[src/rtl/xrwd_pkg.sv]
package xrwd_pkg;
  localparam int LANES      = 4;
  localparam int BYTE_W     = 8;
  localparam int WORD_W     = LANES * BYTE_W;
  localparam int SEQ_W      = 3 * BYTE_W;
  localparam int LANE_IDX_W = $clog2(LANES);

  // lane byte codes when enable=0, error=1
  localparam logic [BYTE_W-1:0] GC_LPI  = 8'h01;
  localparam logic [BYTE_W-1:0] GC_CEXT = 8'h0F;
  localparam logic [BYTE_W-1:0] GC_SEQ  = 8'h9C;

  // XGMII control characters
  localparam logic [BYTE_W-1:0] XC_IDLE  = 8'h07;
  localparam logic [BYTE_W-1:0] XC_LPI   = 8'h06;
  localparam logic [BYTE_W-1:0] XC_START = 8'hFB;
  localparam logic [BYTE_W-1:0] XC_TERM  = 8'hFD;
  localparam logic [BYTE_W-1:0] XC_ERR   = 8'hFE;
  localparam logic [BYTE_W-1:0] XC_SEQ   = 8'h9C;

  localparam logic [WORD_W-1:0] LF_DATA = 32'h0100_009C;
  localparam logic [LANES-1:0]  LF_CTRL = 4'b0001;

  typedef struct packed {
    logic              en;
    logic              er;
    logic [BYTE_W-1:0] d;
  } lane_t;

  typedef enum logic [2:0] {
    LC_DATA, LC_ERR, LC_IDLE, LC_LPI, LC_CEXT, LC_SEQ, LC_BAD
  } lane_cls_e;

  typedef enum logic [1:0] {PS_IDLE, PS_DATA, PS_SEQ} prev_e;

  typedef lane_t     [LANES-1:0] lane_grp_t;
  typedef lane_cls_e [LANES-1:0] cls_grp_t;

  function automatic lane_cls_e classify(lane_t l);
    if (l.en) return l.er ? LC_ERR : LC_DATA;
    if (!l.er) return LC_IDLE;
    case (l.d)
      GC_LPI:  return LC_LPI;
      GC_CEXT: return LC_CEXT;
      GC_SEQ:  return LC_SEQ;
      default: return LC_BAD;
    endcase
  endfunction

  // {ctrl, byte} for a lane that holds data or error
  function automatic logic [BYTE_W:0] body_lane(lane_cls_e c, logic [BYTE_W-1:0] b);
    return (c == LC_DATA) ? {1'b0, b} : {1'b1, XC_ERR};
  endfunction

  // s2 and s3 carry bit 7 followed by bits 5:0; returns {Z, Y, X}
  function automatic logic [SEQ_W-1:0] seq_unpack(logic [7:0] s0, logic [7:0] s1,
                                                   logic [6:0] s2, logic [6:0] s3);
    logic [7:0] x, y, z;
    x = {s1[1:0], s0[5:0]};
    y = {s2[3:0], s1[5:2]};
    z = {s3[5:0], s2[5:4]};
    return {z, y, x};
  endfunction

  function automatic logic is_seq_shape(cls_grp_t c);
    return (c[0] == LC_SEQ) && (c[1] == LC_DATA) && (c[2] == LC_SEQ) && (c[3] == LC_DATA);
  endfunction
endpackage

[src/rtl/xrwd_lane_class.sv]
module xrwd_lane_class
  import xrwd_pkg::*;
(
  input  lane_grp_t grp,
  output cls_grp_t  cls
);
  for (genvar g = 0; g < LANES; g++) begin : g_lane
    assign cls[g] = classify(grp[g]);
  end
endmodule

[src/rtl/xrwd_group_map.sv]
module xrwd_group_map
  import xrwd_pkg::*;
(
  input  logic [WORD_W-1:0] cur_bytes,
  input  cls_grp_t          cur_cls,
  input  cls_grp_t          nxt_cls,
  input  logic [6:0]        nxt_s2,
  input  logic [6:0]        nxt_s3,
  input  prev_e             st,
  input  logic [SEQ_W-1:0]  seq_hold,
  output logic [WORD_W-1:0] map_d,
  output logic [LANES-1:0]  map_c,
  output prev_e             nst,
  output logic              seq_first,
  output logic [SEQ_W-1:0]  seq_new
);
  logic [LANES-1:0] is_body, is_idle, is_close, is_lpi;
  logic all_body, all_idle, lpi_full, lpi_late, lpi_early;
  logic cur_shape, marks_ok, first_ok;
  logic term_hit;
  int   term_at;

  for (genvar g = 0; g < LANES; g++) begin : g_flags
    assign is_body[g]  = (cur_cls[g] == LC_DATA) || (cur_cls[g] == LC_ERR);
    assign is_idle[g]  = (cur_cls[g] == LC_IDLE);
    assign is_close[g] = (cur_cls[g] == LC_IDLE) || (cur_cls[g] == LC_CEXT);
    assign is_lpi[g]   = (cur_cls[g] == LC_LPI);
  end

  assign all_body  = &is_body;
  assign all_idle  = &is_idle;
  assign lpi_full  = &is_lpi;
  assign lpi_late  = is_idle[0] & is_idle[1] & is_lpi[2] & is_lpi[3];
  assign lpi_early = is_lpi[0] & is_lpi[1] & is_idle[2] & is_idle[3];

  assign cur_shape = is_seq_shape(cur_cls);
  assign marks_ok  = !cur_bytes[BYTE_W+7] && cur_bytes[3*BYTE_W+7] && nxt_s2[6] && !nxt_s3[6];
  assign first_ok  = cur_shape && is_seq_shape(nxt_cls) && marks_ok;
  assign seq_new   = seq_unpack(cur_bytes[BYTE_W +: BYTE_W], cur_bytes[3*BYTE_W +: BYTE_W],
                                nxt_s2, nxt_s3);

  // first lane that can close a packet
  always_comb begin
    term_hit = 1'b0;
    term_at  = 0;
    for (int n = 0; n < LANES; n++) begin
      logic ok;
      ok = is_close[n];
      for (int k = 0; k < LANES; k++) begin
        if (k < n) ok = ok & is_body[k];
        if (k > n) ok = ok & is_idle[k];
      end
      if (ok && !term_hit) begin
        term_hit = 1'b1;
        term_at  = n;
      end
    end
  end

  always_comb begin
    map_d     = {LANES{XC_ERR}};
    map_c     = '1;
    nst       = st;
    seq_first = 1'b0;
    if (st == PS_SEQ && cur_shape) begin
      map_d = {seq_hold, XC_SEQ};
      map_c = 4'b0001;
      nst   = PS_IDLE;
    end else if (all_body) begin
      for (int g = 0; g < LANES; g++)
        {map_c[g], map_d[g*BYTE_W +: BYTE_W]} = body_lane(cur_cls[g], cur_bytes[g*BYTE_W +: BYTE_W]);
      if (st == PS_IDLE) begin
        map_d[BYTE_W-1:0] = XC_START;
        map_c[0]          = 1'b1;
      end
      nst = PS_DATA;
    end else if (st == PS_DATA && term_hit) begin
      for (int g = 0; g < LANES; g++) begin
        if (g < term_at)
          {map_c[g], map_d[g*BYTE_W +: BYTE_W]} = body_lane(cur_cls[g], cur_bytes[g*BYTE_W +: BYTE_W]);
        else if (g == term_at)
          {map_c[g], map_d[g*BYTE_W +: BYTE_W]} = {1'b1, XC_TERM};
        else
          {map_c[g], map_d[g*BYTE_W +: BYTE_W]} = {1'b1, XC_IDLE};
      end
      nst = PS_IDLE;
    end else if (all_idle || lpi_early) begin
      map_d = {LANES{XC_IDLE}};
      nst   = PS_IDLE;
    end else if (lpi_full || lpi_late) begin
      map_d = {LANES{XC_LPI}};
      nst   = PS_IDLE;
    end else if (first_ok) begin
      map_d     = {seq_new, XC_SEQ};
      map_c     = 4'b0001;
      nst       = PS_SEQ;
      seq_first = 1'b1;
    end else if (cur_shape) begin
      map_d = {LANES{XC_IDLE}};
      nst   = PS_IDLE;
    end
  end
endmodule

[src/rtl/xrwd_word_reg.sv]
module xrwd_word_reg
  import xrwd_pkg::*;
(
  input  logic              clk,
  input  logic              rst_n,
  input  logic              cur_link,
  input  logic [WORD_W-1:0] map_d,
  input  logic [LANES-1:0]  map_c,
  input  prev_e             nst,
  input  logic              seq_first,
  input  logic [SEQ_W-1:0]  seq_new,
  output logic [WORD_W-1:0] xg_d,
  output logic [LANES-1:0]  xg_c,
  output prev_e             st_q,
  output logic [SEQ_W-1:0]  seq_q
);
  always_ff @(posedge clk or negedge rst_n) begin
    if (!rst_n) begin
      xg_d  <= LF_DATA;
      xg_c  <= LF_CTRL;
      st_q  <= PS_IDLE;
      seq_q <= '0;
    end else if (!cur_link) begin
      xg_d  <= LF_DATA;
      xg_c  <= LF_CTRL;
      st_q  <= PS_IDLE;
    end else begin
      xg_d <= map_d;
      xg_c <= map_c;
      st_q <= nst;
      if (seq_first) seq_q <= seq_new;
    end
  end
endmodule

[src/rtl/xgmii_rx_word_decoder.sv]
module xgmii_rx_word_decoder
  import xrwd_pkg::*;
(
  input  logic              clk,
  input  logic              rst_n,
  input  logic              link_up,
  input  logic [LANES-1:0]  rx_en,
  input  logic [LANES-1:0]  rx_er,
  input  logic [WORD_W-1:0] rx_d,
  output logic [WORD_W-1:0] xg_d,
  output logic [LANES-1:0]  xg_c
);
  lane_grp_t         nxt_grp, cur_grp;
  cls_grp_t          nxt_cls, cur_cls;
  logic              cur_link;
  logic [WORD_W-1:0] cur_bytes;
  logic [6:0]        nxt_s2, nxt_s3;
  logic [WORD_W-1:0] map_d;
  logic [LANES-1:0]  map_c;
  prev_e             nst, st_q;
  logic              seq_first;
  logic [SEQ_W-1:0]  seq_new, seq_q;

  for (genvar g = 0; g < LANES; g++) begin : g_pack
    assign nxt_grp[g]                     = '{en: rx_en[g], er: rx_er[g], d: rx_d[g*BYTE_W +: BYTE_W]};
    assign cur_bytes[g*BYTE_W +: BYTE_W] = cur_grp[g].d;
  end

  assign nxt_s2 = {nxt_grp[1].d[7], nxt_grp[1].d[5:0]};
  assign nxt_s3 = {nxt_grp[3].d[7], nxt_grp[3].d[5:0]};

  // look-ahead stage: the group at the ports is the next one
  always_ff @(posedge clk or negedge rst_n) begin
    if (!rst_n) begin
      cur_grp  <= '0;
      cur_link <= 1'b0;
    end else begin
      cur_grp  <= nxt_grp;
      cur_link <= link_up;
    end
  end

  xrwd_lane_class u_cls_nxt (.grp(nxt_grp), .cls(nxt_cls));
  xrwd_lane_class u_cls_cur (.grp(cur_grp), .cls(cur_cls));

  xrwd_group_map u_map (
    .cur_bytes(cur_bytes), .cur_cls(cur_cls), .nxt_cls(nxt_cls),
    .nxt_s2(nxt_s2), .nxt_s3(nxt_s3), .st(st_q), .seq_hold(seq_q),
    .map_d(map_d), .map_c(map_c), .nst(nst), .seq_first(seq_first), .seq_new(seq_new)
  );

  xrwd_word_reg u_reg (
    .clk(clk), .rst_n(rst_n), .cur_link(cur_link),
    .map_d(map_d), .map_c(map_c), .nst(nst), .seq_first(seq_first), .seq_new(seq_new),
    .xg_d(xg_d), .xg_c(xg_c), .st_q(st_q), .seq_q(seq_q)
  );
endmodule

[config.mk]
export PLATFORM = sky130hd
export DESIGN_NAME = xgmii_rx_word_decoder
export DESIGN_NICKNAME = d
export VERILOG_FILES = /design/src/rtl/xrwd_pkg.sv /design/src/rtl/xrwd_lane_class.sv /design/src/rtl/xrwd_group_map.sv /design/src/rtl/xrwd_word_reg.sv /design/src/rtl/xgmii_rx_word_decoder.sv
export SDC_FILE = /design/constraint.sdc
export NUM_CORES = 1
export LEC_CHECK = 0
export BUFFER_PORTS_ARGS = -buffer_cell sky130_fd_sc_hd__clkbuf_2
export CAP_MARGIN = 25
export CORE_MARGIN = 1
export CORE_UTILIZATION = 60
export DETAILED_ROUTE_END_ITERATION = 8
export PLACE_DENSITY = 0.85
export SYNTH_ARGS = -nofsm -noshare
export SYNTH_HDL_FRONTEND = slang
export SYNTH_SLANG_ARGS = --single-unit
[constraint.sdc]
create_clock -name clk -period 3.66 [get_ports clk]
set_input_delay 0.732 -clock clk [delete_from_list [all_inputs] [get_ports clk]]
set_output_delay 0.732 -clock clk [all_outputs]
set_load 0.02 [all_outputs]
==> report_table.html, run 1 <==
<table>
<tr><th>Metric</th><th>Value</th></tr>
<tr><th colspan="2">Outcome</th></tr>
<tr><td>Result of the run</td><td>completed</td></tr>
<tr><th colspan="2">Place</th></tr>
<tr><td>Cells after DPL</td><td>around 600</td></tr>
<tr><td>Placed cell areas</td><td>about 5000 sq um</td></tr>
<tr><td>Port-buffer cells</td><td>between 70 and 80</td></tr>
<tr><td>RD Place Congestion</td><td>0.897</td></tr>
<tr><td>Detail Placement HPWL</td><td>between 8000 and 9000 microns</td></tr>
<tr><th colspan="2">Critical path</th></tr>
<tr><td>Top fanout value on the critical path</td><td>18</td></tr>
<tr><td>R2R Path End</td><td>u_reg.seq_q[16]</td></tr>
<tr><td>Slack of the worst reg-to-reg path</td><td>between 600 and 700 ps</td></tr>
<tr><td>Crit end category</td><td>flip-flop</td></tr>
<tr><td>WP data arrival</td><td>~3400 ps</td></tr>
<tr><td>Length in cells of the worst reg-to-reg path</td><td>8</td></tr>
<tr><td>Worst reg2reg path startpoint</td><td>cur_bytes[15]</td></tr>
<tr><td>Crit path required time</td><td>3950 ps</td></tr>
<tr><td>Kind of critical path</td><td>in -&gt; reg</td></tr>
<tr><td>Setup crit start kind</td><td>input port</td></tr>
<tr><th colspan="2">Clocking</th></tr>
<tr><td>Clock sink count</td><td>between 100 and 150</td></tr>
<tr><td>H-tree levels</td><td>3</td></tr>
<tr><td>CTS root buffer</td><td>sky130_fd_sc_hd__clkbuf_8</td></tr>
<tr><td>Clock Tree Buf Depth</td><td>2</td></tr>
<tr><td>Clock slew at the register clock pins of the worst setup and hold paths</td><td>around 100 ps</td></tr>
<tr><td>CTS Hold Bufs</td><td>0</td></tr>
<tr><td>Clk_lat worst skew</td><td>about 380 ps</td></tr>
<tr><td>Quantity of gates resized following cts</td><td>0</td></tr>
<tr><td>CTS tree</td><td>built</td></tr>
<tr><td>Number of buffers inserted during clock tree synthesis</td><td>9</td></tr>
<tr><td>Post-CTS repair timing setup buffer count</td><td>0</td></tr>
<tr><th colspan="2">Min path</th></tr>
<tr><td>Path type of the worst min-delay path</td><td>in -&gt; async</td></tr>
<tr><th colspan="2">Route</th></tr>
<tr><td>Drc violations</td><td>0</td></tr>
<tr><td>Drt wl/cell</td><td>just under 20 microns</td></tr>
<tr><td>Number of nets with antenna violations after routing</td><td>0</td></tr>
<tr><td>Routed vias</td><td>3,844</td></tr>
<tr><td>Routed vias/inst</td><td>about 6.2</td></tr>
<tr><td>Total detailed-routing wirelength</td><td>12,000 microns</td></tr>
<tr><td>First-pass detailed-route iteration total</td><td>5</td></tr>
<tr><td>Initial drt markers</td><td>slightly below 500</td></tr>
<tr><th colspan="2">Global route</th></tr>
<tr><td>Number of global-route vias before repair</td><td>between 3,000 and 4,000</td></tr>
<tr><td>Global-route usage over all layers</td><td>between 30 and 40%</td></tr>
<tr><td>Initial antenna violation count</td><td>0</td></tr>
<tr><td>Global-route wire length before repair</td><td>roughly 19,000 microns</td></tr>
<tr><td>Pin count of the biggest net entering global routing</td><td>roughly 100</td></tr>
<tr><td>Overall overflow remaining after global route</td><td>0</td></tr>
<tr><th colspan="2">Floorplan</th></tr>
<tr><td>Area inside the core boundary</td><td>about 7200 sq um</td></tr>
<tr><td>Die Y</td><td>around 88 microns</td></tr>
<tr><td>Site row count</td><td>31</td></tr>
<tr><td>Top Ports</td><td>approximately 80</td></tr>
<tr><td>Width of the die</td><td>around 88 microns</td></tr>
<tr><td>Total die area</td><td>about 7800 sq um</td></tr>
<tr><td>Initial core utilization</td><td>between 60 and 70%</td></tr>
<tr><th colspan="2">Final layout</th></tr>
<tr><td>Area growth from synthesis to final layout</td><td>16.4%</td></tr>
<tr><td>Commonest non-fill, non-tap cells in the layout</td><td>101 x sky130_fd_sc_hd__nand2_1, 97 x sky130_fd_sc_hd__dfrtp_1, 77 x sky130_fd_sc_hd__clkbuf_2</td></tr>
<tr><td>Final non-filler cell area</td><td>slightly above 5000 sq um</td></tr>
<tr><td>Post-layout nets</td><td>roughly 560</td></tr>
<tr><td>Fraction of layout cells with a size suffix above 1</td><td>between 20% and 30%</td></tr>
<tr><td>Leading cell type in the layout, fill and taps excluded</td><td>sky130_fd_sc_hd__nand2_1</td></tr>
<tr><td># diodes</td><td>0</td></tr>
<tr><td>Non-Filler Instances</td><td>approximately 620</td></tr>
<tr><th colspan="2">Power</th></tr>
<tr><td>Leak</td><td>between 2 and 2.5 nW</td></tr>
<tr><td>Peak VDD IR</td><td>around 0.37 mV</td></tr>
<tr><td>Total power density per cell area</td><td>between 400 and 500 nW/um^2</td></tr>
<tr><td>Post-layout power</td><td>between 2 and 2.5 mW</td></tr>
<tr><th colspan="2">Synth</th></tr>
<tr><td>Share of synthesized flip-flops with an asynchronous set or reset</td><td>100%</td></tr>
<tr><td>Area leader, netlist</td><td>sky130_fd_sc_hd__dfrtp_1</td></tr>
<tr><td>Average cell area after synthesis</td><td>between 10 and 15 sq um</td></tr>
<tr><td>Post-synthesis instance total</td><td>433</td></tr>
<tr><td>Number of flip-flops and latches in the synthesized netlist</td><td>roughly 100</td></tr>
<tr><td>Top-area cell type share of the netlist area</td><td>54.5%</td></tr>
<tr><td>Primary flip-flop cell chosen by synthesis mapping</td><td>sky130_fd_sc_hd__dfrtp_1</td></tr>
<tr><td>Count of flip-flops with a built-in enable after synthesis</td><td>0</td></tr>
<tr><td>Count of warnings emitted by yosys</td><td>0</td></tr>
<tr><td>Synth Net Count</td><td>476</td></tr>
<tr><td>Number of different library cells in the post-synthesis netlist</td><td>a little over 60</td></tr>
<tr><td>Sequential cell area fraction in the yosys report</td><td>58.1%</td></tr>
<tr><td>Post-Syn Area</td><td>roughly 4500 sq um</td></tr>
<tr><td>Area contributors post-synth</td><td>sky130_fd_sc_hd__dfrtp_1 55%, sky130_fd_sc_hd__nand2_1 8.5%, sky130_fd_sc_hd__dfstp_2 3.5%</td></tr>
<tr><th colspan="2">STA</th></tr>
<tr><td>Pin slew with the least headroom to its limit</td><td>801 ps</td></tr>
<tr><td>Part of the cycle the worst path needs</td><td>between 80% and 90%</td></tr>
<tr><td>Minimum clock period after layout</td><td>3120 ps</td></tr>
<tr><td>Setup Viol. Count Final</td><td>0</td></tr>
<tr><td>Final sum of negative setup slack</td><td>0 ps</td></tr>
<tr><td>Final count of pins violating max slew</td><td>0</td></tr>
<tr><td>Maximum clock rate</td><td>approximately 320 MHz</td></tr>
<tr><td>Unrepaired setup endpoints after global routing</td><td>no</td></tr>
<tr><td>Headroom to the max-slew limit</td><td>roughly 46%</td></tr>
<tr><td>Count of final hold-check violations</td><td>0</td></tr>
<tr><td>Fin Clk Skew</td><td>approximately 19 ps</td></tr>
<tr><th colspan="2">Job</th></tr>
<tr><td>Max-cap viol count</td><td>0</td></tr>
</table>
stage by stage:
stage	utilization (%)	worst slack, ps	hold WS (ps)
floorplan	-	1170	433
detailed placement	68.8	268	453
global route	71.9	345	445
finish	71.9	536	413
CTS	71.9	663	428
global placement	68.8	509	447
power breakdown:
| part | switching [mW] | internal, mW |
|---|---|---|
| combinational | 0.109 | 0.0623 |
| sequential | 0.0413 | 1.18 |
| clock | 0.412 | 0.354 |
area by class of cell:
type                       count  area, sq um
sequential                   103         2580
clock buffer                  10          138
tap                           99          124
clock inverter                 6         86.3
multi-input combinational    311         1780
inverter                       4         15.0
fill                         561         2030
timing repair buffer          85          458
kinds of logic after synthesis:
logic type / after synthesis / synth area share (%)
compound gates: 104 / 16.8
mux: 1 / 0.253
flops: 103 / 58.1
simple gates: 206 / 22.9
buf+inv: 19 / 1.99
metal layers:
| layer | up-vias | wire length [microns] | global-route usage (%) |
|---|---|---|---|
| li1 | 1719 | - | - |
| met2 | 216 | 5690 | 51.9 |
| met4 | 0 | 326 | 13.2 |
| met1 | 1880 | 5120 | 46.8 |
| met5 | - | 0 | 0 |
| met3 | 29 | 876 | 6.50 |
worst max-delay path, stage by stage:
cell,delay [ps]
sky130_fd_sc_hd__clkbuf_2,90
sky130_fd_sc_hd__nor4bb_1,390
sky130_fd_sc_hd__nand4_1,180
sky130_fd_sc_hd__nor4_1,740
sky130_fd_sc_hd__and3_1,290
sky130_fd_sc_hd__and2_1,560
sky130_fd_sc_hd__buf_4,290
sky130_fd_sc_hd__nand2_1,60
sky130_fd_sc_hd__o21ai_0,70
synth_stat cells, types with 2 or more instances:
library cell,instances
sky130_fd_sc_hd__nand2_1,101
sky130_fd_sc_hd__dfrtp_1,97
sky130_fd_sc_hd__o21ai_0,29
sky130_fd_sc_hd__nor2_1,24
sky130_fd_sc_hd__nand3_1,19
sky130_fd_sc_hd__a21oi_1,12
sky130_fd_sc_hd__clkbuf_1,11
sky130_fd_sc_hd__a211oi_1,10
sky130_fd_sc_hd__a21o_1,7
sky130_fd_sc_hd__or3_1,7
sky130_fd_sc_hd__a31oi_1,6
sky130_fd_sc_hd__and3_1,6
sky130_fd_sc_hd__dfstp_2,6
sky130_fd_sc_hd__nor2b_1,6
sky130_fd_sc_hd__a22o_1,4
sky130_fd_sc_hd__a32o_1,4
sky130_fd_sc_hd__a32oi_1,4
sky130_fd_sc_hd__inv_1,4
sky130_fd_sc_hd__nand2b_1,4
sky130_fd_sc_hd__nand4_1,4
sky130_fd_sc_hd__nor3_1,4
sky130_fd_sc_hd__a221o_1,3
sky130_fd_sc_hd__and2_1,3
sky130_fd_sc_hd__and4bb_2,3
sky130_fd_sc_hd__nor3b_1,3
sky130_fd_sc_hd__nor4_1,3
sky130_fd_sc_hd__nor4b_1,3
sky130_fd_sc_hd__nor4bb_1,3
sky130_fd_sc_hd__o31ai_1,3
sky130_fd_sc_hd__and4bb_1,2
sky130_fd_sc_hd__buf_2,2
sky130_fd_sc_hd__buf_6,2
sky130_fd_sc_hd__nand4b_1,2
sky130_fd_sc_hd__o211a_1,2
sky130_fd_sc_hd__o211ai_1,2
sky130_fd_sc_hd__o21ai_1,2
sky130_fd_sc_hd__o311ai_0,2
worst max-delay path by stage:
stage / slack (ps) / start / endpoint
finish: 540 / rx_d[0] / u_reg.seq_q[16]
floorplan: 1170 / rx_d[22] / u_reg.seq_q[10]
global route: 350 / rx_d[0] / u_reg.seq_q[16]
detailed placement: 270 / rx_d[0] / u_reg.seq_q[16]
global placement: 510 / rx_d[0] / u_reg.seq_q[16]
CTS: 660 / rx_d[0] / u_reg.seq_q[16]
registers in the layout, indices dropped and copies added, names as in the netlist:
name         flops
cur_bytes       32
u_reg.st_q       2
u_reg.seq_q     24
u_reg.xg_c       4
u_reg.xg_d      32
cur_grp          8
cur_link         1
Power figures use the tool's default switching activity.
==> inputs of run 2 (changes only) <==
--- a/config.mk
+++ b/config.mk
@@ -5,12 +5,13 @@
 export SDC_FILE = /design/constraint.sdc
 export NUM_CORES = 1
 export LEC_CHECK = 0
+export ABC_AREA = 1
 export BUFFER_PORTS_ARGS = -buffer_cell sky130_fd_sc_hd__clkbuf_2
 export CAP_MARGIN = 25
 export CORE_MARGIN = 1
 export CORE_UTILIZATION = 60
 export DETAILED_ROUTE_END_ITERATION = 8
-export PLACE_DENSITY = 0.85
+export PLACE_DENSITY = 0.83
 export SYNTH_ARGS = -nofsm -noshare
 export SYNTH_HDL_FRONTEND = slang
 export SYNTH_SLANG_ARGS = --single-unit
==> report_table.html, run 2 <==
<table>
<tr><th>Metric</th><th>Value</th></tr>
<tr><th colspan="2">Outcome</th></tr>
<tr><td>Result of the run</td><td>completed</td></tr>
<tr><th colspan="2">STA</th></tr>
<tr><td>Minimum clock period after layout</td><td>between 2000 and 2500 ps</td></tr>
<tr><td>Final count of pins violating max slew</td><td>0</td></tr>
<tr><td>Count of final hold-check violations</td><td>0</td></tr>
<tr><td>Fin Clk Skew</td><td>roughly 17 ps</td></tr>
<tr><td>Unrepaired setup endpoints after global routing</td><td>no</td></tr>
<tr><td>Pin slew with the least headroom to its limit</td><td>around 610 ps</td></tr>
<tr><td>Final sum of negative setup slack</td><td>0 ps</td></tr>
<tr><td>Maximum clock rate</td><td>403 MHz</td></tr>
<tr><td>Part of the cycle the worst path needs</td><td>67.8%</td></tr>
<tr><td>Hold slack final</td><td>approximately 370 ps</td></tr>
<tr><td>Setup Viol. Count Final</td><td>0</td></tr>
<tr><td>Headroom to the max-slew limit</td><td>59.0%</td></tr>
<tr><th colspan="2">Final layout</th></tr>
<tr><td>Non-Filler Instances</td><td>approximately 900</td></tr>
<tr><td>Area growth from synthesis to final layout</td><td>12.2%</td></tr>
<tr><td># diodes</td><td>0</td></tr>
<tr><td>Leading cell type in the layout, fill and taps excluded</td><td>sky130_fd_sc_hd__nand2_1</td></tr>
<tr><td>Fraction of layout cells with a size suffix above 1</td><td>20.4%</td></tr>
<tr><td>Post-layout nets</td><td>slightly above 800</td></tr>
<tr><td>Fill cell instance count of the final layout</td><td>728</td></tr>
<tr><td>Commonest non-fill, non-tap cells in the layout</td><td>151 x sky130_fd_sc_hd__nand2_1, 101 x sky130_fd_sc_hd__nor2_1, 97 x sky130_fd_sc_hd__dfrtp_1</td></tr>
<tr><th colspan="2">Route</th></tr>
<tr><td>Total detailed-routing wirelength</td><td>~15,000 microns</td></tr>
<tr><td>Routed vias/inst</td><td>5.83</td></tr>
<tr><td>First-pass detailed-route iteration total</td><td>5</td></tr>
<tr><td>Number of nets with antenna violations after routing</td><td>0</td></tr>
<tr><td>Initial drt markers</td><td>481</td></tr>
<tr><td>Drc violations</td><td>0</td></tr>
<tr><td>Drt wl/cell</td><td>~17 microns</td></tr>
<tr><td>Routed vias</td><td>about 5,200</td></tr>
<tr><th colspan="2">Global route</th></tr>
<tr><td>Global-route wire length before repair</td><td>between 20,000 and 25,000 microns</td></tr>
<tr><td>Initial antenna violation count</td><td>0</td></tr>
<tr><td>Number of global-route vias before repair</td><td>between 5,000 and 6,000</td></tr>
<tr><td>Overall overflow remaining after global route</td><td>0</td></tr>
<tr><td>Global-route usage over all layers</td><td>about a third</td></tr>
<tr><td>Pin count of the biggest net entering global routing</td><td>52</td></tr>
<tr><th colspan="2">Synth</th></tr>
<tr><td>Primary flip-flop cell chosen by synthesis mapping</td><td>sky130_fd_sc_hd__dfrtp_1</td></tr>
<tr><td>Count of warnings emitted by yosys</td><td>0</td></tr>
<tr><td>Top-area cell type share of the netlist area</td><td>44.8%</td></tr>
<tr><td>Number of flip-flops and latches in the synthesized netlist</td><td>between 100 and 150</td></tr>
<tr><td>Top cells by count, synth</td><td>151 x sky130_fd_sc_hd__nand2_1, 101 x sky130_fd_sc_hd__nor2_1, 97 x sky130_fd_sc_hd__dfrtp_1</td></tr>
<tr><td>Synth Net Count</td><td>between 700 and 800</td></tr>
<tr><td>Post-synthesis instance total</td><td>705</td></tr>
<tr><td>Post-Syn Area</td><td>about 5400 sq um</td></tr>
<tr><td>Average cell area after synthesis</td><td>approximately 7.7 sq um</td></tr>
<tr><td>Share of synthesized flip-flops with an asynchronous set or reset</td><td>between 90% and 100%</td></tr>
<tr><td>Sequential cell area fraction in the yosys report</td><td>47.7%</td></tr>
<tr><td>Count of flip-flops with a built-in enable after synthesis</td><td>0</td></tr>
<tr><td>Number of different library cells in the post-synthesis netlist</td><td>37</td></tr>
<tr><td>Most repeated cell in the gate-level netlist after synthesis</td><td>sky130_fd_sc_hd__nand2_1</td></tr>
<tr><td>Area contributors post-synth</td><td>sky130_fd_sc_hd__dfrtp_1 45%, sky130_fd_sc_hd__nand2_1 10%, sky130_fd_sc_hd__nor2_1 7.0%</td></tr>
<tr><td>Area leader, netlist</td><td>sky130_fd_sc_hd__dfrtp_1</td></tr>
<tr><th colspan="2">Critical path</th></tr>
<tr><td>Top fanout value on the critical path</td><td>13</td></tr>
<tr><td>Cell type with the highest occurrence count on the critical path</td><td>sky130_fd_sc_hd__nand2_1</td></tr>
<tr><td>Slowest cell on the critical path</td><td>sky130_fd_sc_hd__dfrtp_1</td></tr>
<tr><td>Crit path required time</td><td>3900 ps</td></tr>
<tr><td>Critical path's top delay family</td><td>simple AND/OR/NAND/NOR gates</td></tr>
<tr><td>WP data arrival</td><td>roughly 2700 ps</td></tr>
<tr><td>Kind of critical path</td><td>reg -&gt; reg</td></tr>
<tr><td>Cells along the critical path</td><td>inv_2 -&gt; nand2_1 -&gt; nor2_1 -&gt; nand2_1 -&gt; nand2_1 -&gt; o21ai_1 -&gt; nand3_2 -&gt; nand4_1 -&gt; nand2_2 -&gt; inv_1 -&gt; nand2_1 -&gt; nand3_1 -&gt; a21oi_1</td></tr>
<tr><td>Setup crit start kind</td><td>flip-flop</td></tr>
<tr><td>Buffer and inverter count on the worst path</td><td>2</td></tr>
<tr><td>Crit end category</td><td>flip-flop</td></tr>
<tr><td>Highest cell delay on the worst timing path</td><td>between 400 and 500 ps</td></tr>
<tr><th colspan="2">Clocking</th></tr>
<tr><td>Post-CTS repair timing setup buffer count</td><td>0</td></tr>
<tr><td>Clk_lat worst skew</td><td>between 300 and 400 ps</td></tr>
<tr><td>Clock slew at the register clock pins of the worst setup and hold paths</td><td>~110 ps</td></tr>
<tr><td>CTS tree</td><td>built</td></tr>
<tr><td>Clock Tree Buf Depth</td><td>2</td></tr>
<tr><td>Number of buffers inserted during clock tree synthesis</td><td>9</td></tr>
<tr><td>H-tree levels</td><td>3</td></tr>
<tr><td>Quantity of gates resized following cts</td><td>0</td></tr>
<tr><td>Clock sink count</td><td>just over 100</td></tr>
<tr><td>CTS Hold Bufs</td><td>0</td></tr>
<tr><td>CTS root buffer</td><td>sky130_fd_sc_hd__clkbuf_8</td></tr>
<tr><th colspan="2">Floorplan</th></tr>
<tr><td>Die Y</td><td>97.1 microns</td></tr>
<tr><td>Top Ports</td><td>79</td></tr>
<tr><td>Width of the die</td><td>97.1 microns</td></tr>
<tr><td>Initial core utilization</td><td>between 60% and 70%</td></tr>
<tr><td>Site row count</td><td>34</td></tr>
<tr><td>Total die area</td><td>9420 sq um</td></tr>
<tr><td>Area inside the core boundary</td><td>8720 sq um</td></tr>
<tr><th colspan="2">Min path</th></tr>
<tr><td>Path type of the worst min-delay path</td><td>in -&gt; async</td></tr>
<tr><th colspan="2">Place</th></tr>
<tr><td>RD Place Congestion</td><td>between 0.9 and 1</td></tr>
<tr><td>Detail Placement HPWL</td><td>around 11,000 microns</td></tr>
<tr><td>Cells after DPL</td><td>just under 900</td></tr>
<tr><td>Port-buffer cells</td><td>78</td></tr>
<tr><th colspan="2">Power</th></tr>
<tr><td>Total power density per cell area</td><td>352 nW/um^2</td></tr>
<tr><td>Leak</td><td>3.13 nW</td></tr>
<tr><td>Peak VDD IR</td><td>0.271 mV</td></tr>
<tr><th colspan="2">Job</th></tr>
<tr><td>Max-cap viol count</td><td>0</td></tr>
</table>
==> run 2: changes by cell type after synthesis, sizes merged, moves of 10 or more <==
| cell | change |
|---|---|
| a211oi | -10 |
| a21oi | +16 |
| inv | +90 |
| nand2 | +66 |
| nand3 | +34 |
| nand4 | +14 |
| nor2 | +83 |
| nor3 | +12 |
| o21ai | +42 |
==> run 2: final timing paths <==
check                                startpoint               to  slack, ps  cells after the start
min in group clk                       rx_d[30]    cur_bytes[30]        450                      1
worst min register to register  u_reg.seq_q[17]  u_reg.seq_q[17]        490                      2
worst min-delay path                      rst_n   u_reg.seq_q[3]        370                      1
worst max register to register    cur_bytes[25]   u_reg.xg_d[31]       1180                     13
max in group asynchronous                 rst_n    u_reg.xg_d[3]       2440                      2
worst max-delay path              cur_bytes[25]   u_reg.xg_d[31]       1180                     13
==> run 2: layer usage <==
metal	share of wire [%]	vias up	global-route usage [%]
met4	2.9	0	13.8
met2	45	309	51.0
met3	8.9	30	5.40
li1	-	2440	-
met1	43	2453	46.8
met5	0	-	0
==> run 2: logic make-up (layout without fill, tap and decap cells) <==
| kind of cell | count (synthesis) | count (layout) | synth area share [%] |
|---|---|---|---|
| flip-flops | 103 | 103 | 47.7 |
| AND/OR/NAND/NOR | 376 | 376 | 31.5 |
| buffers and inverters | 112 | 196 | 8.61 |
| AO/OA/AOI/OAI | 114 | 114 | 12.2 |
==> run 2: worst register-to-register path, stage by stage, from the launching register on <==
cell	delay [ps]
sky130_fd_sc_hd__dfrtp_1	470
sky130_fd_sc_hd__inv_2	130
sky130_fd_sc_hd__nand2_1	80
sky130_fd_sc_hd__nor2_1	50
sky130_fd_sc_hd__nand2_1	50
sky130_fd_sc_hd__nand2_1	60
sky130_fd_sc_hd__o21ai_1	230
sky130_fd_sc_hd__nand3_2	210
sky130_fd_sc_hd__nand4_1	160
sky130_fd_sc_hd__nand2_2	210
sky130_fd_sc_hd__inv_1	280
sky130_fd_sc_hd__nand2_1	180
sky130_fd_sc_hd__nand3_1	150
sky130_fd_sc_hd__a21oi_1	80
==> run 2: power by group <==
group	total, mW	internal, mW	switching (mW)
registers	1.22	1.18	0.0411
logic	0.237	0.0691	0.168
clock network	0.685	0.277	0.407
==> run 2: stage by stage <==
step / instance area (sq um) / setup WS [ps] / power (mW) / util [%]
floorplan: 5420 / 1510 / 1.36 / -
global placement: 5890 / 980 / 1.47 / 67.6
detailed placement: 5890 / 908 / 1.48 / 67.6
CTS: 6080 / 1250 / 2.15 / 69.7
global route: 6080 / 980 / 2.22 / 69.7
finish: 6080 / 1180 / 2.14 / 69.7
==> run 2: cell type report <==
type / count / area [sq um] / share of cell area [%]
Tap cell: 108 / 135 / 2.22
Clock inverter: 6 / 50.0 / 0.823
Multi-Input combinational cell: 490 / 2370 / 39.0
Sequential cell: 103 / 2580 / 42.5
Timing Repair Buffer: 84 / 438 / 7.20
Inverter: 96 / 365 / 6.01
Clock buffer: 10 / 138 / 2.26
==> inputs of run 3 (changes only) <==
--- a/config.mk
+++ b/config.mk
@@ -5,13 +5,13 @@
 export SDC_FILE = /design/constraint.sdc
 export NUM_CORES = 1
 export LEC_CHECK = 0
-export ABC_AREA = 1
+export ABC_AREA = 0
 export BUFFER_PORTS_ARGS = -buffer_cell sky130_fd_sc_hd__clkbuf_2
 export CAP_MARGIN = 25
 export CORE_MARGIN = 1
-export CORE_UTILIZATION = 60
+export CORE_UTILIZATION = 55
 export DETAILED_ROUTE_END_ITERATION = 8
-export PLACE_DENSITY = 0.83
+export PLACE_DENSITY = 0.79
 export SYNTH_ARGS = -nofsm -noshare
 export SYNTH_HDL_FRONTEND = slang
 export SYNTH_SLANG_ARGS = --single-unit
==> constraint.sdc (replaced) <==
create_clock -name clk -period 2.4 [get_ports clk]
set_input_delay 0.48 -clock clk [delete_from_list [all_inputs] [get_ports clk]]
set_output_delay 0.48 -clock clk [all_outputs]
set_load 0.02 [all_outputs]
==> report_table.html, run 3 (same netlist as run 1, synthesis figures left out) <==
<table>
<tr><th>Metric</th><th>Value</th></tr>
<tr><th colspan="2">Route</th></tr>
<tr><td>Wire length on met1</td><td>5200 microns</td></tr>
<tr><td>Routed vias/inst</td><td>a little under 6</td></tr>
<tr><td>Total detailed-routing wirelength</td><td>~12,000 microns</td></tr>
<tr><td>Initial drt markers</td><td>about 210</td></tr>
<tr><td>Routed vias</td><td>4,147</td></tr>
<tr><td>Number of nets with antenna violations after routing</td><td>0</td></tr>
<tr><td>Routed length on met3</td><td>roughly 850 microns</td></tr>
<tr><td>Highest layer used for signal routing</td><td>met4</td></tr>
<tr><td>First-pass detailed-route iteration total</td><td>5</td></tr>
<tr><td>Drt wl/cell</td><td>around 18 microns</td></tr>
<tr><td>Met2 WL</td><td>between 5000 and 6000 microns</td></tr>
<tr><td>Drc violations</td><td>0</td></tr>
<tr><th colspan="2">Critical path</th></tr>
<tr><td>Top fanout value on the critical path</td><td>4</td></tr>
<tr><td>Slowest cell on the critical path</td><td>sky130_fd_sc_hd__o41ai_4</td></tr>
<tr><td>Critical path's top delay family</td><td>compound AO/OA/AOI/OAI gates</td></tr>
<tr><td>Total stage count of the critical path</td><td>8</td></tr>
<tr><td>Length in cells of the worst reg-to-reg path</td><td>8</td></tr>
<tr><td>Crit end category</td><td>flip-flop</td></tr>
<tr><td>Crit path required time</td><td>between 2000 and 3000 ps</td></tr>
<tr><td>Setup crit start kind</td><td>flip-flop</td></tr>
<tr><td>Buffer and inverter count on the worst path</td><td>1</td></tr>
<tr><td>WP data arrival</td><td>around 2700 ps</td></tr>
<tr><td>Kind of critical path</td><td>reg -&gt; reg</td></tr>
<tr><td>Cells along the critical path</td><td>and4bb_1 -&gt; a31o_2 -&gt; and3_1 -&gt; o41ai_4 -&gt; buf_4 -&gt; a21bo_2 -&gt; a32oi_1 -&gt; a21oi_1</td></tr>
<tr><td>Highest cell delay on the worst timing path</td><td>between 400 and 500 ps</td></tr>
<tr><th colspan="2">STA</th></tr>
<tr><td>Count of final hold-check violations</td><td>0</td></tr>
<tr><td>Final sum of negative setup slack</td><td>-3.40 ps</td></tr>
<tr><td>Unrepaired setup endpoints after global routing</td><td>yes</td></tr>
<tr><td>Final count of pins violating max slew</td><td>0</td></tr>
<tr><td>Maximum clock rate</td><td>around 420 MHz</td></tr>
<tr><td>Fin Clk Skew</td><td>roughly 13 ps</td></tr>
<tr><td>Minimum clock period after layout</td><td>roughly 2400 ps</td></tr>
<tr><td>Hold slack final</td><td>210 ps</td></tr>
<tr><td>PnR worst setup slack</td><td>-3.40 ps</td></tr>
<tr><td>Headroom to the max-slew limit</td><td>60.5%</td></tr>
<tr><td>Part of the cycle the worst path needs</td><td>100%</td></tr>
<tr><td>Setup Viol. Count Final</td><td>1</td></tr>
<tr><td>Pin slew with the least headroom to its limit</td><td>just under 600 ps</td></tr>
<tr><th colspan="2">Clocking</th></tr>
<tr><td>Clk_lat worst skew</td><td>approximately 370 ps</td></tr>
<tr><td>Clock Tree Buf Depth</td><td>2</td></tr>
<tr><td>Clock sink count</td><td>a little over 100</td></tr>
<tr><td>H-tree levels</td><td>3</td></tr>
<tr><td>Clock slew at the register clock pins of the worst setup and hold paths</td><td>approximately 100 ps</td></tr>
<tr><td>CTS tree</td><td>built</td></tr>
<tr><td>CTS root buffer</td><td>sky130_fd_sc_hd__clkbuf_8</td></tr>
<tr><td>Number of buffers inserted during clock tree synthesis</td><td>9</td></tr>
<tr><th colspan="2">Final layout</th></tr>
<tr><td>Commonest non-fill, non-tap cells in the layout</td><td>96 x sky130_fd_sc_hd__nand2_1, 95 x sky130_fd_sc_hd__dfrtp_1, 84 x sky130_fd_sc_hd__buf_4</td></tr>
<tr><td>Post-layout nets</td><td>639</td></tr>
<tr><td>Fraction of layout cells with a size suffix above 1</td><td>a little under two fifths</td></tr>
<tr><td>Leading cell type in the layout, fill and taps excluded</td><td>sky130_fd_sc_hd__nand2_1</td></tr>
<tr><td>Fill cell instance count of the final layout</td><td>~570</td></tr>
<tr><td># diodes</td><td>0</td></tr>
<tr><td>Post-layout util</td><td>76.7%</td></tr>
<tr><td>Area growth from synthesis to final layout</td><td>33.7%</td></tr>
<tr><td>Non-Filler Instances</td><td>between 700 and 800</td></tr>
<tr><th colspan="2">Global route</th></tr>
<tr><td>Number of global-route vias before repair</td><td>around 4,000</td></tr>
<tr><td>Overall overflow remaining after global route</td><td>0</td></tr>
<tr><td>Global-route usage over all layers</td><td>between 30% and 40%</td></tr>
<tr><td>Pin count of the biggest net entering global routing</td><td>64</td></tr>
<tr><td>Global-route wire length before repair</td><td>between 20,000 and 25,000 microns</td></tr>
<tr><td>Initial antenna violation count</td><td>0</td></tr>
<tr><th colspan="2">Floorplan</th></tr>
<tr><td>Area inside the core boundary</td><td>between 7000 and 8000 sq um</td></tr>
<tr><td>Total die area</td><td>~8500 sq um</td></tr>
<tr><td>Site row count</td><td>32</td></tr>
<tr><td>Die Y</td><td>between 90 and 100 microns</td></tr>
<tr><td>Initial core utilization</td><td>between 50% and 60%</td></tr>
<tr><td>Top Ports</td><td>79</td></tr>
<tr><td>Width of the die</td><td>92.0 microns</td></tr>
<tr><th colspan="2">Place</th></tr>
<tr><td>Detail Placement HPWL</td><td>roughly 9300 microns</td></tr>
<tr><td>RD Place Congestion</td><td>approximately 0.93</td></tr>
<tr><td>Cells after DPL</td><td>678</td></tr>
<tr><td>Port-buffer cells</td><td>a little under 80</td></tr>
<tr><th colspan="2">Power</th></tr>
<tr><td>Peak VDD IR</td><td>approximately 0.42 mV</td></tr>
<tr><td>Portion of total power attributed to combinational logic</td><td>a little over a tenth</td></tr>
<tr><td>Leak</td><td>approximately 2.9 nW</td></tr>
<tr><td>Switch share</td><td>between 20% and 30%</td></tr>
<tr><td>Pint</td><td>between 2 and 2.5 mW</td></tr>
<tr><td>Power spent charging and discharging nets</td><td>0.848 mW</td></tr>
<tr><td>Total power density per cell area</td><td>539 nW/um^2</td></tr>
<tr><td>Proportion of power drawn by the clock network</td><td>between 30% and 40%</td></tr>
<tr><td>Flop pwr share</td><td>between 50 and 60%</td></tr>
<tr><td>Post-layout power</td><td>roughly 3.2 mW</td></tr>
<tr><th colspan="2">Outcome</th></tr>
<tr><td>Failing checks</td><td>negative setup slack</td></tr>
<tr><td>Result of the run</td><td>finished with violations</td></tr>
<tr><th colspan="2">Job</th></tr>
<tr><td>Max-cap viol count</td><td>0</td></tr>
<tr><th colspan="2">Min path</th></tr>
<tr><td>Worst hold path cell count</td><td>1</td></tr>
<tr><td>Path type of the worst min-delay path</td><td>in -&gt; reg</td></tr>
</table>
## run 3: changes by cell type in the layout (fill, tap and decap cells not counted), sizes merged, moves of 7 or more
cell | before | now
nand4 | 18 | 4
a21oi | 29 | 13
a211oi | 0 | 10
nand2 | 168 | 102
nor3 | 16 | 4
a21o | 0 | 7
inv | 98 | 6
nor2 | 107 | 24
buf | 7 | 89
or3 | 0 | 7
nand3 | 53 | 19
o21ai | 73 | 31
## run 3: power groups by stage
| stage | Clock (mW) | Combinational [mW] | Sequential, mW |
|---|---|---|---|
| 2_1_floorplan | 0 | 0.0903 | 1.91 |
| 3_3_place_gp | 0 | 0.326 | 1.88 |
| 3_5_place_dp | 0 | 0.331 | 1.88 |
| 4_1_cts | 1.03 | 0.339 | 1.84 |
| 5_1_grt | 1.10 | 0.381 | 1.85 |
| 6_report | 1.01 | 0.351 | 1.85 |
## run 3: through the flow
stage | instance area [sq um] | setup slack, ps
floorplan | 4450 | 6.61
detailed placement | 5540 | -355
global placement | 5540 | -340
finish | 5950 | -3.40
global route | 5950 | -77.9
CTS | 5830 | -17.6
## run 3: final timing paths
check | slack [ps] | endpoint | start
max | -3 | u_reg.xg_d[11] | cur_bytes[2]
min | 210 | cur_link | link_up
max reg2reg | -3 | u_reg.xg_d[11] | cur_bytes[2]
min reg2reg | 480 | u_reg.seq_q[6] | u_reg.seq_q[6]
max in group asynchronous | 1310 | cur_bytes[15] | rst_n
min in group asynchronous | 490 | cur_bytes[2] | rst_n
## run 3: worst register-to-register path: cells and delay by family (launching register included)
family                 cells  cell delay [ps]
buffers and inverters      1              200
flip-flops                 1              390
AND/OR/NAND/NOR            2              450
AO/OA/AOI/OAI              5             1250
## run 3: final cells by class
cell class | count | area, sq um | area share (%)
Sequential cell | 103 | 2590 | 43.5
Multi-Input combinational cell | 311 | 1940 | 32.5
Timing Repair Buffer | 167 | 1110 | 18.6
Clock buffer | 10 | 138 | 2.31
Tap cell | 102 | 128 | 2.14
Clock inverter | 5 | 41.3 | 0.693
Inverter | 4 | 15.0 | 0.252
## run 3: repair_timing
item / 4_1_cts / 5_1_grt
hold buffers: 1 / 0
endpoints found under the hold margin: 9 / 0
buffers inserted: 2 / 6
gates resized for setup: 19 / 23
setup endpoints to repair: 22 / 60
pin swaps: 8 / 11
## run 3: metal layers
| metal | GRT usage [%] | up-vias |
|---|---|---|
| met4 | 13.4 | 0 |
| met3 | 6.14 | 44 |
| met1 | 41.4 | 2005 |
| met2 | 51.5 | 209 |
| met5 | 0 | - |
| li1 | - | 1889 |
